<file path="src/rtl/mec_pkg.sv">
package mec_pkg;
  typedef enum logic [1:0] {
    REG_CTRL  = 2'd0,
    REG_COUNT = 2'd1,
    REG_MOD   = 2'd2
  } reg_addr_e;

  localparam int B_SEL_LO = 0;
  localparam int B_LD_RISE = 3;
  localparam int B_LD_FALL = 4;
  localparam int B_LVL_LO = 5;
  localparam int LVL_W = 3;
  localparam int B_OVF = 8;
  localparam int B_LD_PIN = 9;
  localparam int B_CK_PIN = 10;
endpackage

</file>
<file path="src/rtl/mec_edge_sync.sv">
module mec_edge_sync #(
  parameter int STAGES = 2
) (
  input  logic clk,
  input  logic rst,
  input  logic pin,
  output logic level,
  output logic rise,
  output logic fall
);
  logic [STAGES-1:0] sync_q;
  logic              prev_q;

  always_ff @(posedge clk) begin
    if (rst) begin
      sync_q <= '0;
      prev_q <= 1'b0;
    end else begin
      sync_q <= {sync_q[STAGES-2:0], pin};
      prev_q <= sync_q[STAGES-1];
    end
  end

  assign level = sync_q[STAGES-1];
  assign rise  = level & ~prev_q;
  assign fall  = ~level & prev_q;

  // every qualifying edge yields a single-cycle pulse
  p_one_rise_r2: assert property (@(posedge clk) disable iff (rst) rise |=> !rise);
  p_one_fall_r2: assert property (@(posedge clk) disable iff (rst) fall |=> !fall);
endmodule

</file>
<file path="src/rtl/mec_src_sel.sv">
module mec_src_sel #(
  parameter int NUM_TAPS = 6,
  parameter int SEL_W    = 3
) (
  input  logic                clk,
  input  logic                rst,
  input  logic [NUM_TAPS-1:0] presc_en,
  input  logic                ext_rise,
  input  logic                ext_fall,
  input  logic [SEL_W-1:0]    sel,
  input  logic                sel_change,
  output logic                count_en
);
  localparam int NUM_SRC = NUM_TAPS + 2;

  logic [NUM_SRC-1:0] src;
  logic               raw;
  logic               mask_q;

  assign src = {ext_fall, ext_rise, presc_en};

  always_comb begin
    raw = 1'b0;
    for (int i = 0; i < NUM_SRC; i++) begin
      if (sel == SEL_W'(i)) raw = src[i];
    end
  end

  // one dead cycle after the select changes
  always_ff @(posedge clk) begin
    if (rst) mask_q <= 1'b0;
    else     mask_q <= sel_change;
  end

  assign count_en = raw & ~mask_q;
endmodule

</file>
<file path="src/rtl/mec_count_core.sv">
module mec_count_core #(
  parameter int CW = 16
) (
  input  logic          clk,
  input  logic          rst,
  input  logic          count_en,
  input  logic          load_pulse,
  input  logic          cnt_wr,
  input  logic [CW-1:0] wdata,
  input  logic [CW-1:0] modulus,
  output logic [CW-1:0] cnt_q,
  output logic          wrap
);
  localparam logic [CW-1:0] TOP = '1;

  logic at_top;
  assign at_top = (cnt_q == TOP);
  assign wrap   = count_en & at_top & ~cnt_wr & ~load_pulse;

  always_ff @(posedge clk) begin
    if (rst)              cnt_q <= '0;
    else if (cnt_wr)      cnt_q <= wdata;
    else if (load_pulse)  cnt_q <= modulus;
    else if (count_en)    cnt_q <= at_top ? modulus : cnt_q + 1'b1;
  end

  p_count_step_r1: assert property (@(posedge clk) disable iff (rst)
    (count_en && !load_pulse && !cnt_wr && !at_top) |=> cnt_q == $past(cnt_q) + 1'b1);
  p_wrap_reload_r3: assert property (@(posedge clk) disable iff (rst)
    (count_en && !load_pulse && !cnt_wr && at_top) |=> cnt_q == $past(modulus));
  p_load_prio_r9: assert property (@(posedge clk) disable iff (rst)
    (load_pulse && !cnt_wr) |=> cnt_q == $past(modulus));
endmodule

</file>
<file path="src/rtl/mod_event_counter.sv">
module mod_event_counter
  import mec_pkg::*;
#(
  parameter int CW          = 16,
  parameter int NUM_TAPS    = 6,
  parameter int SYNC_STAGES = 2
) (
  input  logic                clk,
  input  logic                rst,
  input  logic [NUM_TAPS-1:0] presc_en,
  input  logic                ext_clk_pin,
  input  logic                ext_load_pin,
  input  logic                wr_en,
  input  logic [1:0]          addr,
  input  logic [CW-1:0]       wdata,
  output logic [CW-1:0]       rdata,
  output logic                irq,
  output logic [LVL_W-1:0]    irq_level
);
  localparam int SEL_W = $clog2(NUM_TAPS + 2);

  logic [SEL_W-1:0] sel_q;
  logic             ld_rise_en_q, ld_fall_en_q;
  logic [LVL_W-1:0] lvl_q;
  logic             ovf_q;
  logic [CW-1:0]    mod_q;
  logic [CW-1:0]    cnt_q;
  logic [CW-1:0]    ctrl_view;

  logic ck_level, ck_rise, ck_fall;
  logic ld_level, ld_rise, ld_fall;
  logic ctrl_wr, cnt_wr, mod_wr, sel_change;
  logic load_pulse, count_en, wrap;
  logic [SEL_W-1:0] new_sel;

  assign ctrl_wr    = wr_en && (addr == REG_CTRL);
  assign cnt_wr     = wr_en && (addr == REG_COUNT);
  assign mod_wr     = wr_en && (addr == REG_MOD);
  assign new_sel    = wdata[B_SEL_LO +: SEL_W];
  assign sel_change = ctrl_wr && (new_sel != sel_q);

  mec_edge_sync #(.STAGES(SYNC_STAGES)) u_ck_sync (
    .clk(clk), .rst(rst), .pin(ext_clk_pin),
    .level(ck_level), .rise(ck_rise), .fall(ck_fall));

  mec_edge_sync #(.STAGES(SYNC_STAGES)) u_ld_sync (
    .clk(clk), .rst(rst), .pin(ext_load_pin),
    .level(ld_level), .rise(ld_rise), .fall(ld_fall));

  mec_src_sel #(.NUM_TAPS(NUM_TAPS), .SEL_W(SEL_W)) u_src (
    .clk(clk), .rst(rst), .presc_en(presc_en),
    .ext_rise(ck_rise), .ext_fall(ck_fall),
    .sel(sel_q), .sel_change(sel_change), .count_en(count_en));

  assign load_pulse = (ld_rise_en_q & ld_rise) | (ld_fall_en_q & ld_fall);

  mec_count_core #(.CW(CW)) u_core (
    .clk(clk), .rst(rst), .count_en(count_en), .load_pulse(load_pulse),
    .cnt_wr(cnt_wr), .wdata(wdata), .modulus(mod_q),
    .cnt_q(cnt_q), .wrap(wrap));

  always_ff @(posedge clk) begin
    if (rst) begin
      sel_q        <= '0;
      ld_rise_en_q <= 1'b0;
      ld_fall_en_q <= 1'b0;
      lvl_q        <= '0;
      mod_q        <= '0;
    end else begin
      if (ctrl_wr) begin
        sel_q        <= new_sel;
        ld_rise_en_q <= wdata[B_LD_RISE];
        ld_fall_en_q <= wdata[B_LD_FALL];
        lvl_q        <= wdata[B_LVL_LO +: LVL_W];
      end
      if (mod_wr) mod_q <= wdata;
    end
  end

  // sticky flag: set wins over a clearing write
  always_ff @(posedge clk) begin
    if (rst)                             ovf_q <= 1'b0;
    else if (wrap)                       ovf_q <= 1'b1;
    else if (ctrl_wr && !wdata[B_OVF])   ovf_q <= 1'b0;
  end

  always_comb begin
    ctrl_view                        = '0;
    ctrl_view[B_SEL_LO +: SEL_W]     = sel_q;
    ctrl_view[B_LD_RISE]             = ld_rise_en_q;
    ctrl_view[B_LD_FALL]             = ld_fall_en_q;
    ctrl_view[B_LVL_LO +: LVL_W]     = lvl_q;
    ctrl_view[B_OVF]                 = ovf_q;
    ctrl_view[B_LD_PIN]              = ld_level;
    ctrl_view[B_CK_PIN]              = ck_level;
  end

  always_ff @(posedge clk) begin
    if (rst) rdata <= '0;
    else begin
      case (addr)
        REG_CTRL:  rdata <= ctrl_view;
        REG_COUNT: rdata <= cnt_q;
        REG_MOD:   rdata <= mod_q;
        default:   rdata <= '0;
      endcase
    end
  end

  assign irq       = ovf_q & (lvl_q != '0);
  assign irq_level = lvl_q;

  p_ovf_sticky_r6: assert property (@(posedge clk) disable iff (rst)
    (ovf_q && !ctrl_wr) |=> ovf_q);
  p_wrap_sets_ovf_r3: assert property (@(posedge clk) disable iff (rst)
    wrap |=> ovf_q);
  p_sel_mask_r11: assert property (@(posedge clk) disable iff (rst)
    ($past(sel_change) && !load_pulse && !cnt_wr) |=> cnt_q == $past(cnt_q));
  p_no_irq_lvl0_r5: assert property (@(posedge clk) disable iff (rst)
    (lvl_q == '0) |-> !irq);
endmodule

</file>
<file path="config.mk">
export PLATFORM = sky130hd
export DESIGN_NAME = mod_event_counter
export DESIGN_NICKNAME = d
export VERILOG_FILES = /design/src/rtl/mec_pkg.sv /design/src/rtl/mec_edge_sync.sv /design/src/rtl/mec_src_sel.sv /design/src/rtl/mec_count_core.sv /design/src/rtl/mod_event_counter.sv
export SDC_FILE = /design/constraint.sdc
export NUM_CORES = 1
export LEC_CHECK = 0
export BUFFER_PORTS_ARGS = -buffer_cell sky130_fd_sc_hd__buf_4
export CORE_UTILIZATION = 56
export DETAILED_ROUTE_END_ITERATION = 6
export PLACE_DENSITY = 0.83
export SYNTH_ARGS = -nofsm -noshare
export SYNTH_HDL_FRONTEND = slang
export SYNTH_SLANG_ARGS = --single-unit
</file>
<file path="constraint.sdc">
create_clock -name clk -period 2.4 [get_ports clk]
set_clock_uncertainty 0.2 [all_clocks]
set_input_delay 0.12 -clock clk [delete_from_list [all_inputs] [get_ports clk]]
set_output_delay 0.12 -clock clk [all_outputs]
set_load 0.05 [all_outputs]
</file>
After elaboration in Yosys (flattened, before gate mapping)
Cells that the tools add are included.
{"block": "word_totals", "reg_bits": 64, "latch_bits": 0, "ram_bits": 0, "romBits": 0, "out_inout_bits": 20, "elab_cells": 70, "n_memories": 0}
{"block": "classes", "n_addsub": 1, "mul": 0, "div": 0, "n_lt_le_gt_ge": 0, "eq_ne": 11, "shifts": 0, "n_mux": 15, "bitwise": 19, "n_reduce_logical": 11}
{"cell": "two-way mux 16 bit", "count": 4}
{"cell": "case mux 16 bit (3 select lines)", "count": 1}
{"cell": "adder 16 x 1 -> 16 bit, second input constant", "count": 1}
{"cell": "equality test 16 bit, second input constant", "count": 1}
{"cell": "equality test 3 bit, second input constant", "count": 4}
{"cell": "AND 1 bit", "count": 11}
{"cell": "two-way mux 1 bit", "count": 10}
{"cell": "NOT 1 bit", "count": 7}
{"cell": "equality test 3 x 2 -> 1 bit, second input constant", "count": 2}
{"cell": "nonzero test 3 bit", "count": 2}
{"cell": "logical AND 1 bit", "count": 5}
{"cell": "equality test 3 x 1 -> 1 bit, second input constant", "count": 1}
{"cell": "zero test 3 bit", "count": 1}
{"cell": "!= test 3 bit", "count": 1}
{"cell": "equality test 2 x 1 -> 1 bit, second input constant", "count": 1}
{"cell": "equality test 2 bit, second input constant", "count": 1}
{"cell": "zero test 2 bit", "count": 1}
{"cell": "nonzero test 2 bit", "count": 1}
{"cell": "zero test 1 bit", "count": 1}
{"cell": "OR 1 bit", "count": 1}

Logic depth before layout (Yosys ltp)
{"block": "logic_depth", "depth_word": 14, "mapped_depth": 8, "depth_no_buf": 7}

Modules after synthesis
Synthesis repeated with hierarchy kept, for this count alone.
{"block": "unflattened", "hier_cells": 383, "hier_area_um2": 3347.0}
{"module": "mod_event_counter", "instances": 1, "cells_per_inst": 188, "area_each_um2": 1761.7}
{"module": "mec_count_core", "instances": 1, "cells_per_inst": 169, "area_each_um2": 1302.5}
{"module": "mec_edge_sync", "instances": 2, "cells_per_inst": 8, "area_each_um2": 91.3}
{"module": "mec_src_sel", "instances": 1, "cells_per_inst": 10, "area_each_um2": 100.1}

Least setup slack after synthesis
No wires, ideal clock.
{"block": "synth_path", "kind": "reg-to-reg", "startpoint": "reg sel_q[0]", "endpoint": "reg u_core.cnt_q[15]", "setup_time_ns": 0.080, "arrival_time_ns": 1.920, "t_required_ns": 2.120, "slack_ns": 0.201, "stages_incl_launch_ff": 8, "cell_sequence": "dfxtp_1 > mux4_2 > nor3b_2 > a311oi_2 > and2_4 > buf_8 > a21oi_1 > a211oi_2"}
{"block": "synth_via", "elab_chain_len": 11, "elab_cells_between_ends": 18, "cone_classes": "eq/ne (7); mux (8); bitwise (1); reduce/logical (2)"}
{"item": "start: declaration", "line": "mod_event_counter.sv:22", "source": "logic [SEL_W-1:0] sel_q;"}
{"item": "start signal: assignment", "line": "mod_event_counter.sv:71", "source": "sel_q <= new_sel;"}
{"item": "zero test 3 bit", "line": "mec_src_sel.sv:25", "source": "if (sel == SEL_W'(i)) raw = src[i];"}
{"item": "two-way mux 1 bit (7 in a row)", "line": "mec_src_sel.sv:25"}
{"item": "two-way mux 1 bit *", "line": "mec_src_sel.sv:25"}
{"item": "AND 1 bit *", "line": "mec_src_sel.sv:35", "source": "assign count_en = raw & ~mask_q;"}
{"item": "nonzero test 3 bit (no line) *"}
{"item": "end signal: assignment", "line": "mec_count_core.sv:22", "source": "else if (cnt_wr) cnt_q <= wdata;"}
{"item": "end signal: assignment", "line": "mec_count_core.sv:23", "source": "else if (load_pulse) cnt_q <= modulus;"}
{"item": "end signal: assignment", "line": "mec_count_core.sv:24", "source": "else if (count_en) cnt_q <= at_top ? modulus : cnt_q + 1'b1;"}
{"item": "end: declaration", "line": "mec_count_core.sv:11", "source": "output logic [CW-1:0] cnt_q,"}
Every way passes the cells marked *; elsewhere a longest branch is shown, timed or not.
A chain may end at the register's enable or synchronous reset.

Worst setup path in the final report
{"block": "layout_path", "startpoint": "reg sel_q[0]", "endpoint": "reg u_core.cnt_q[7]"}
The elaborated chain is that of the path after synthesis.

==> flow_metrics.tcl <==
set metrics [dict create \
    port_buffers 48 \
    end_kind "register" \
    drc 0 \
    num_io_pins 49 \
    utilization_pct 76.9 \
    period_share_pct 96.5 \
    place.gp.congestion 0.908 \
    async_reset_ff_share_pct 0 \
    rsz0062_at_grt "no" \
    status "complete, no violations" \
    dr.pass1.iters 6 \
    ys_warn_count 0 \
    finalWirelength_mm 9.28 \
    grt_max_degree 67 \
    synth-simple-area-share_pct 23.4 \
    cts_buffers 9 \
    yosys-top-cells-count "68 x nand2_1, 64 x dfxtp_1, 47 x nor2_1, 46 x a21oi_1, 18 x clkbuf_1" \
    wl_per_cell_um 17.7 \
    placed_area_um2 3550 \
    synth_ff_type "dfxtp_1" \
    maxCapViolations 0 \
    switching_share_pct 26.5 \
    min_path_type "input pin to register" \
    clk_pin_slew_ps 70 \
    clock-root-buffer "clkbuf_8" \
    startpoint_type "register" \
    fmax_mhz 432 \
    fp.dieArea_um2 5810 \
    cp.required_ps 2450 \
    path_class "register to register" \
    clk_latency_ps 340 \
    power_density_nw_per_um2 675 \
    synthesis.area_um2 3090 \
    syn-num-nets 408 \
    post-cts-setup-buffer-count 0 \
    grt-ovfl-total 0 \
    synth_seq_cells 64 \
    cts_buffer_depth 2 \
    cts_tree "built" \
    die_y_um 76.2 \
    nets 478 \
    seq_power_share_pct 43.1 \
    synthTopCellsByArea "dfxtp_1 42%, nand2_1 8.3%, a21oi_1 7.5%" \
    diodes 0 \
    whs_ps 23.7 \
    synth_xor_area_share_pct 4.26 \
    pre_cts_slack_ps 89.8 \
    die_w_um 76.2 \
    antenna_found_initial 0 \
    leakagePower_nw 1.59 \
    post_synth_num_cell_types 48 \
    clkSinkCount 64 \
    fin_crit_ps 2320 \
    slew_viol_final 0 \
    synth_cells 378 \
    track_usage_pct 31.7 \
    power.total_mw 2.70 \
    synth_top_area_cell "dfxtp_1" \
    grt_pass1_vias 2988 \
    crit_path_max_fanout 7 \
    ys_seq_area_share_pct 41.5 \
    syn_avg_cell_area_um2 8.17 \
    synth_top_family_by_area "simple AND/OR/NAND/NOR gates" \
    critPathArrivalTime_ps 2370 \
    setup_violations 0 \
    initial_utilization_pct 59.3 \
    yosys.area.top_type_share_pct 41.5 \
    synth_edf_count 0 \
    fin_ws_ps 83.6 \
    tns_ps 0 \
    num_rows 26 \
    grt_pass1_wl_mm 14.4 \
    numPlacedInstances 488 \
    tightest_slew_ps 729 \
    finalNonFillerCells 523 \
    htree_levels 3 \
    ant_nets 0 \
    peakVddDrop_uv 489 \
    coreArea_um2 5200 \
    clkPwrFrac_pct 39.9 \
    finalHoldViolations 0 \
    min_path_cells 4 \
    yosys.area_share.adder_pct 0.405 \
    synth-compound-area-share_pct 20.3 \
    dp_hpwl_mm 5.88 \
    slew-limit-headroom_pct 51.3 \
    syn_to_final_growth_pct 29.7 \
    drive_gt1_share_pct 21.9 \
    pwr-share-comb_pct 17.0 \
    design_area_um2 4000 \
    drt-initial-drc-count 393 \
    synth.most_common_cell "nand2_1" \
    power_switching_mw 0.717 \
    vias 3162 \
    p_int_mw 1.98 \
    routed_via_density 6.05 \
    muxShareOfSynthArea_pct 6.04 \
    rr_worst_depth 6 \
]
## logic make-up (layout without fill, tap and decap cells)
kind of cell             after synthesis  after routing
AO/OA/AOI/OAI                         94             94
XOR/XNOR                              15             15
adder cells (fa/ha/maj)                1              1
buffers and inverters                 28            102
flip-flops                            64             64
multiplexers                          16             16
AND/OR/NAND/NOR                      160            161
## per-layer routing
metal,GRT usage (%),part of all wire [%],vias to the layer above
li1,-,-,1473
met1,38.4,41,1485
met2,54.9,50,181
met3,4.43,7.2,23
met4,16.0,2.0,0
met5,0,0,-
## state kept, by name, summed over array words and instances (netlist names)
| name | cells |
|---|---|
| mod_q | 16 |
| rdata | 16 |
| u_core.cnt_q | 16 |
| irq_level | 3 |
| sel_q | 3 |
| u_ck_sync.sync_q | 2 |
| u_ld_sync.sync_q | 2 |
| ld_fall_en_q | 1 |
| ld_rise_en_q | 1 |
| ovf_q | 1 |
| u_ck_sync.prev_q | 1 |
| u_ld_sync.prev_q | 1 |
| u_src.mask_q | 1 |
## power by group through the flow
stage | Sequential (mW) | Clock [mW] | Combinational (mW)
global placement | 1.18 | 0 | 0.393
detailed placement | 1.18 | 0 | 0.411
finish | 1.16 | 1.08 | 0.460
CTS | 1.16 | 1.09 | 0.440
floorplan | 1.21 | 0 | 0.239
global route | 1.17 | 1.14 | 0.487
## worst paths after layout
kind | startpoint | to | slack (ps)
max | sel_q[0] | u_core.cnt_q[7] | 80
min | addr[1] | rdata[0] | 20
max reg2reg | sel_q[0] | u_core.cnt_q[7] | 80
min reg2reg | u_ck_sync.sync_q[0] | u_ck_sync.sync_q[1] | 250
## critical path, cell delays in order (launching register included)
cell and delay [ps]:
dfxtp_1 370, mux4_2 520, nor3b_2 190, a311oi_4 330, and2_4 290, a21oi_1 80
a211oi_2 240
## layout make-up
| type | instances | area (um^2) |
|---|---|---|
| tap | 70 | 87.6 |
| timing repair buffer | 83 | 668 |
| fill | 390 | 1200 |
| clock buffer | 14 | 173 |
| multi-input combinational | 287 | 1720 |
| inverter | 3 | 11.3 |
| sequential | 64 | 1280 |
| clock inverter | 2 | 60.1 |
## timing repair
item                                   in CTS  in global routing
hold buffers                               18                  0
setup endpoints to repair                   0                  9
resized for setup                           0                  6
endpoints found under the hold margin      38                  0
## cells in the final DEF (no fill, tap or decap), types with 10 or more instances in the layout
cell	instances
mux2i_1	13
buf_4	65
dfxtp_1	63
nor2_1	47
o211ai_1	10
clkbuf_8	12
nand2_1	68
dlygate4sd3_1	18
a21oi_1	46
nor2b_1	10
Note: power is estimated with default switching activity, not from simulation.
